--- src/rtl/phase_offset_pkg.sv ---
package phase_offset_pkg;
  // Decoded strobes from control to datapath
  typedef struct packed {
    logic clear;
    logic down;
    logic up;
  } offStrobe_t;

  localparam int CMD_UP    = 0;
  localparam int CMD_DOWN  = 1;
  localparam int CMD_CLEAR = 2;
endpackage

--- src/rtl/po_cmd_ctrl.sv ---
module po_cmd_ctrl
  import phase_offset_pkg::*;
(
  input  logic       clk,
  input  logic       rstN,
  input  logic       cmdWrEn,
  input  logic [2:0] cmdWrData,
  input  logic       pinUp,
  input  logic       pinDown,
  input  logic       pinClear,
  output logic [2:0] cmdPending,
  output offStrobe_t strobe
);
  logic [2:0] cmdReq;

  always_comb begin
    cmdReq = cmdWrEn ? cmdWrData : 3'b000;
    cmdReq[CMD_UP]    = cmdReq[CMD_UP]    | pinUp;
    cmdReq[CMD_DOWN]  = cmdReq[CMD_DOWN]  | pinDown;
    cmdReq[CMD_CLEAR] = cmdReq[CMD_CLEAR] | pinClear;
  end

  // Pending bits hold for exactly one cycle, then self-clear
  always_ff @(posedge clk) begin
    if (!rstN) cmdPending <= '0;
    else       cmdPending <= cmdReq;
  end

  assign strobe.up    = cmdPending[CMD_UP];
  assign strobe.down  = cmdPending[CMD_DOWN];
  assign strobe.clear = cmdPending[CMD_CLEAR];

  AST_SELF_CLEAR: assert property (@(posedge clk) disable iff (!rstN)
    (cmdPending != 3'b000 && !cmdWrEn && !pinUp && !pinDown && !pinClear) |=> (cmdPending == 3'b000));

  AST_PIN_LATCH: assert property (@(posedge clk) disable iff (!rstN)
    pinClear |=> cmdPending[CMD_CLEAR]);
endmodule

--- src/rtl/po_offset_dp.sv ---
module po_offset_dp
  import phase_offset_pkg::*;
#(
  parameter int FIX_W  = 40,
  parameter int STEP_W = 16,
  parameter int ACC_W  = 40,
  localparam int TOT_W = ((FIX_W > ACC_W) ? FIX_W : ACC_W) + 1
) (
  input  logic              clk,
  input  logic              rstN,
  input  offStrobe_t        strobe,
  input  logic              fixedWrEn,
  input  logic [FIX_W-1:0]  fixedWrData,
  input  logic              stepWrEn,
  input  logic [STEP_W-1:0] stepWrData,
  output logic [ACC_W-1:0]  incOffset,
  output logic [TOT_W-1:0]  totalOffset
);
  localparam logic [ACC_W-1:0] ACC_MAX = {1'b0, {(ACC_W-1){1'b1}}};
  localparam logic [ACC_W-1:0] ACC_MIN = {1'b1, {(ACC_W-1){1'b0}}};

  logic [FIX_W-1:0]  fixedReg;
  logic [STEP_W-1:0] stepReg;
  logic [ACC_W-1:0]  accReg;
  logic [ACC_W:0]    accWide, stepWide, sumUp, sumDown;
  logic [ACC_W-1:0]  accUp, accDown, accNext;

  always_comb begin
    accWide  = {accReg[ACC_W-1], accReg};
    stepWide = {{(ACC_W+1-STEP_W){1'b0}}, stepReg};
    sumUp    = accWide + stepWide;
    sumDown  = accWide - stepWide;
    // Overflow when the two top bits of the widened result disagree
    accUp    = (sumUp[ACC_W] != sumUp[ACC_W-1])     ? ACC_MAX : sumUp[ACC_W-1:0];
    accDown  = (sumDown[ACC_W] != sumDown[ACC_W-1]) ? ACC_MIN : sumDown[ACC_W-1:0];
    if (strobe.clear)                    accNext = '0;
    else if (strobe.up && !strobe.down)  accNext = accUp;
    else if (strobe.down && !strobe.up)  accNext = accDown;
    else                                 accNext = accReg;
  end

  always_ff @(posedge clk) begin
    if (!rstN) begin
      fixedReg <= '0;
      stepReg  <= '0;
      accReg   <= '0;
    end else begin
      if (fixedWrEn) fixedReg <= fixedWrData;
      if (stepWrEn)  stepReg  <= stepWrData;
      accReg <= accNext;
    end
  end

  assign incOffset   = accReg;
  assign totalOffset = TOT_W'($signed(fixedReg)) + TOT_W'($signed(accReg));

  AST_CLEAR_ZERO: assert property (@(posedge clk) disable iff (!rstN)
    strobe.clear |=> (incOffset == '0));

  AST_CANCEL_HOLD: assert property (@(posedge clk) disable iff (!rstN)
    (!strobe.clear && strobe.up && strobe.down) |=> $stable(incOffset));

  AST_FIXED_ISOLATED: assert property (@(posedge clk) disable iff (!rstN)
    (strobe == '0) |=> $stable(incOffset));

  AST_CMD_KEEPS_FIXED: assert property (@(posedge clk) disable iff (!rstN)
    (!fixedWrEn && strobe != '0) |=> $stable(fixedReg));

  AST_NO_OVERFLOW: assert property (@(posedge clk) disable iff (!rstN)
    (incOffset == ACC_MAX && strobe.up && !strobe.down && !strobe.clear) |=> (incOffset == ACC_MAX));

  AST_NO_UNDERFLOW: assert property (@(posedge clk) disable iff (!rstN)
    (incOffset == ACC_MIN && strobe.down && !strobe.up && !strobe.clear) |=> (incOffset == ACC_MIN));
endmodule

--- src/rtl/phase_offset_target.sv ---
module phase_offset_target
  import phase_offset_pkg::*;
#(
  parameter int FIX_W  = 40,
  parameter int STEP_W = 16,
  parameter int ACC_W  = 40
) (
  input  logic              clk,
  input  logic              rstN,
  input  logic              fixedWrEn,
  input  logic [FIX_W-1:0]  fixedWrData,
  input  logic              stepWrEn,
  input  logic [STEP_W-1:0] stepWrData,
  input  logic              cmdWrEn,
  input  logic [2:0]        cmdWrData,
  input  logic              pinUp,
  input  logic              pinDown,
  input  logic              pinClear,
  output logic [2:0]        cmdPending,
  output logic [ACC_W-1:0]  incOffset,
  output logic [((FIX_W > ACC_W) ? FIX_W : ACC_W):0] totalOffset
);
  offStrobe_t strobe;

  po_cmd_ctrl uCtrl (
    .clk(clk), .rstN(rstN), .cmdWrEn(cmdWrEn), .cmdWrData(cmdWrData),
    .pinUp(pinUp), .pinDown(pinDown), .pinClear(pinClear),
    .cmdPending(cmdPending), .strobe(strobe)
  );

  po_offset_dp #(.FIX_W(FIX_W), .STEP_W(STEP_W), .ACC_W(ACC_W)) uDp (
    .clk(clk), .rstN(rstN), .strobe(strobe),
    .fixedWrEn(fixedWrEn), .fixedWrData(fixedWrData),
    .stepWrEn(stepWrEn), .stepWrData(stepWrData),
    .incOffset(incOffset), .totalOffset(totalOffset)
  );
endmodule

--- config.mk ---
export PLATFORM = sky130hd
export DESIGN_NAME = phase_offset_target
export DESIGN_NICKNAME = d
export VERILOG_FILES = /design/src/rtl/phase_offset_pkg.sv /design/src/rtl/po_cmd_ctrl.sv /design/src/rtl/po_offset_dp.sv /design/src/rtl/phase_offset_target.sv
export SDC_FILE = /design/constraint.sdc
export NUM_CORES = 1
export LEC_CHECK = 0
export ABC_CLOCK_PERIOD_IN_PS = 7100
export BUFFER_PORTS_ARGS = -buffer_cell sky130_fd_sc_hd__clkbuf_2
export CAP_MARGIN = 20
export CELL_PAD_IN_SITES_DETAIL_PLACEMENT = 0
export CELL_PAD_IN_SITES_GLOBAL_PLACEMENT = 1
export CORE_ASPECT_RATIO = 0.7
export CORE_MARGIN = 2
export CORE_UTILIZATION = 46
export DETAILED_ROUTE_END_ITERATION = 8
export HOLD_SLACK_MARGIN = 0.05
export PLACE_DENSITY_LB_ADDON = 0.25
export SYNTH_ARGS = -nofsm -noshare
export SYNTH_HDL_FRONTEND = slang
export SYNTH_HIERARCHICAL = 1
export SYNTH_SLANG_ARGS = --single-unit
--- constraint.sdc ---
create_clock -name clk -period 7.1 [get_ports clk]
set_clock_uncertainty 0.2 [all_clocks]
set_input_delay 1.42 -clock clk [delete_from_list [all_inputs] [get_ports clk]]
set_output_delay 1.42 -clock clk [all_outputs]
set_load 0.1 [all_outputs]
==> results.md <==
* CP peak stage delay at 0.55 ns
* CORE AREA at 0.0190 mm^2
* Synth area leader: dfxtp_1
* Setup violators final at 0
* Clock transition at path regs at 0.07 ns
* Number of detailed-route iterations in the first pass at 6
* Die ar. at 0.0205 mm^2
* Worst Setup End Kind: output port
* Fin crit period at 5.79 ns
* Power density over the cells at 342 mW/mm^2
* Post-CTS setup buffers at 0
* DR vias/cell at 5.89
* Worst path cell trace: fa_1 > a211oi_1 > o21ai_0 > nand4b_1 > a211oi_1 > nor4_1 > nor2_1 > a21o_1 > a21oi_1 > xnor2_1 > clkbuf_2
* Antenna-violating nets left at 0
* #FFs+latches synth at 99
* Worst R2R Start: uDp/incOffset[4]
* Layout area overhead at 11.6%
* Post-synth EDFFs at 0
* # clock sinks at 99
* Ys async rst share at 0%
* Die height at 120 um
* WL met2 at 11.2 mm
* Ports at 151
* Rel. slew slack at 33.3%
* MaxCap Viol Count at 0
* Final #Nets at 1,372
* PortBufs at 150
* Met3 wire length at 1.86 mm
* Ant. Diodes at 0
* Cells after synthesis at 1,126
* Worst setup margin at 1.31 ns
* CTS Hold Bufs at 0
* Min Hold Slack at 0.329 ns
* Slew @ Worst Pin at 1.00 ns
* Setup TNS at 0 ns
* Main area contributors after synthesis: dfxtp_1, ha_1, mux2i_1
* Final Max Tran Viols at 0
* Fmax at 173 MHz
* Crit path buffers/inverters at 1
* Initial antenna violation count at 0
* Count of cell types in the netlist at 93
* First-pass GRT wire length at 43.9 mm
* CP delay by family, top: compound AO/OA/AOI/OAI gates
* Initial core utilization at 47.0%
* Maximum vdd drop at 0.213 mV
* H-tree depth at 3
* Syn_nets at 1,271
* WL per Instance at 18.6 um
* Final Cell Area at 0.00995 mm^2
* RSZ-0062 raised after global routing: false
* Most numerous cell on the critical path: a211oi_1
* Die Width at 170 um
* Setup crit start: uDp/incOffset[1]
* Post-cts resize count at 0
* Status: completed
* Num CTS Buffers at 9
* TritonCTS clock tree: done
* Insertion delay to the later sink of the worst-skew pair at 0.36 ns
* Core Rows at 42
* Yosys warns at 6
* CP required at 5.48 ns
* Total Routed Length at 27.7 mm
* Fraction of layout cells with a size suffix above 1 at 17.2%
* Total GRT Usage at 27.0%
* Endpoints failing hold at 0
* DR top layer: met4
* Total gr overflow at 0
* Hpwl dp at 20.6 mm
* Critical path destination: totalOffset[38]
* Leak pwr at 4.61 nW
* Setup crit start kind: register
* FF-to-FF End: uDp/incOffset[10]
* Met1 Wirelength at 14.2 mm
* DR vias at 8,789
* Critical Path Fanout Max at 8
* Post-synthesis sequential area ratio at 22.2%
* CP max-delay cell: fa_1
* Worst reg-to-reg path cell count at 15
* Tcrit/Tclk final at 81.5%
* Clock root buffer: clkbuf_16
* Remaining DRCs at 0
* Register-to-register setup slack at 1.90 ns
* Vias in the first global route at 8,122
* Hold WC Path Type: register to register
* CP arrival at 4.17 ns
* Place WS at 1.86 ns
* Syn_area_per_cell at 7.92 um^2
* Pin count of the biggest net entering global routing at 62
* Cell Area, Placed at 0.00969 mm^2
* Longest Clk Path Bufs at 2
* Synthesized cell area at 0.00892 mm^2
* Synth top area share at 22.2%
* Crit Path Class: register to output port
* GPL Wtd Cong at 0.893
* Worst path depth at 11
* Main synth FF type: dfxtp_1
* DRT iter0 DRCs at 753
-- worst min-delay path by stage --
stage,startpoint,to,cells after the start
2_1_floorplan,uDp/fixedReg[0],uDp/fixedReg[0],2
3_3_place_gp,uDp/fixedReg[0],uDp/fixedReg[0],2
3_5_place_dp,uDp/fixedReg[29],uDp/fixedReg[29],2
4_1_cts,uDp/fixedReg[29],uDp/fixedReg[29],2
5_1_grt,uDp/fixedReg[16],uDp/fixedReg[16],2
6_report,uDp/fixedReg[3],uDp/fixedReg[3],2
-- Yosys cell counts, drive strengths merged (14+ instances only) --
library cell	count
a211oi	19
a21o	25
a21oi	102
a31oi	14
and3	20
buf	24
clkbuf	48
dfxtp	99
ha	75
inv	52
mux2i	60
nand2	60
nand3	33
nor2	80
nor2b	70
nor3	21
o21ai	83
xnor2	40
xor2	18
-- where the power goes --
group,internal (W),leakage (nW),switching [W]
clock,0.000232,0.124,0.000224
sequential,0.000615,0.815,0.000115
combinational,0.000588,3.67,0.00163
total,0.00143,4.61,0.00197
-- through the flow --
stage | util, % | total power, W | instances
global placement | 51.1 | 0.00293 | 1479
CTS | 52.4 | 0.00339 | 1492
floorplan | - | 0.00250 | 1126
detailed placement | 51.1 | 0.00292 | 1479
finish | 52.5 | 0.00341 | 1493
global route | 52.5 | 0.00361 | 1493
-- layer usage --
layer  vias up  global-route usage (%)
met5         -                       0
met3        27                    4.39
met2       336                    38.4
met1      4118                    41.6
met4         0                    7.37
li1       4308                       -
-- state kept, by name (all words and copies together), names as in the netlist --
name	count
uDp/fixedReg	40
uDp/incOffset	40
uDp/stepReg	16
uCtrl/cmdPending	3
-- tightest hold or removal path, delay by kind of cell, from the launching register on --
kind	cells	cell delay, ns
muxes	1	0.12
DFF	1	0.31
and+or+nand+nor	1	0.06
-- kinds of logic after synthesis --
logic type | after synthesis | synth area share, %
muxes | 61 | 6.86
DFF | 99 | 22.2
xor gates and xnor gates | 58 | 5.70
and+or+nand+nor | 355 | 21.4
adders and majority gates | 78 | 11.2
buffers and inverters | 124 | 6.62
AOI/OAI and AO/OA | 351 | 26.0
-- layout by cell type (no fill, tap or decap), drive strengths merged, types with 8 or more instances in the layout --
cell and n:
a211oi 19, a21o 25, a21oi 102, a221oi 9, a31oi 14, and2 8, and3 20, buf 12
clkbuf 160, dfxtp 99, ha 75, inv 52, mux2i 60, nand2 60, nand3 33, nand4 11
nor2 80, nor2b 70, nor3 21, nor4 10, o211ai 8, o21a 11, o21ai 83, o21bai 9
o221ai 8, or3 12, xnor2 40, xor2 18
-- layout make-up --
class | instances | area, um^2
well taps | 264 | 330
clock inverters | 3 | 18.8
inverters | 52 | 195
clock buffers | 10 | 229
fillers | 1880 | 9020
repair buffers | 162 | 853
multi-input cells | 903 | 6350
flip-flops and latches | 99 | 1980
Power figures use the tool's default switching activity.
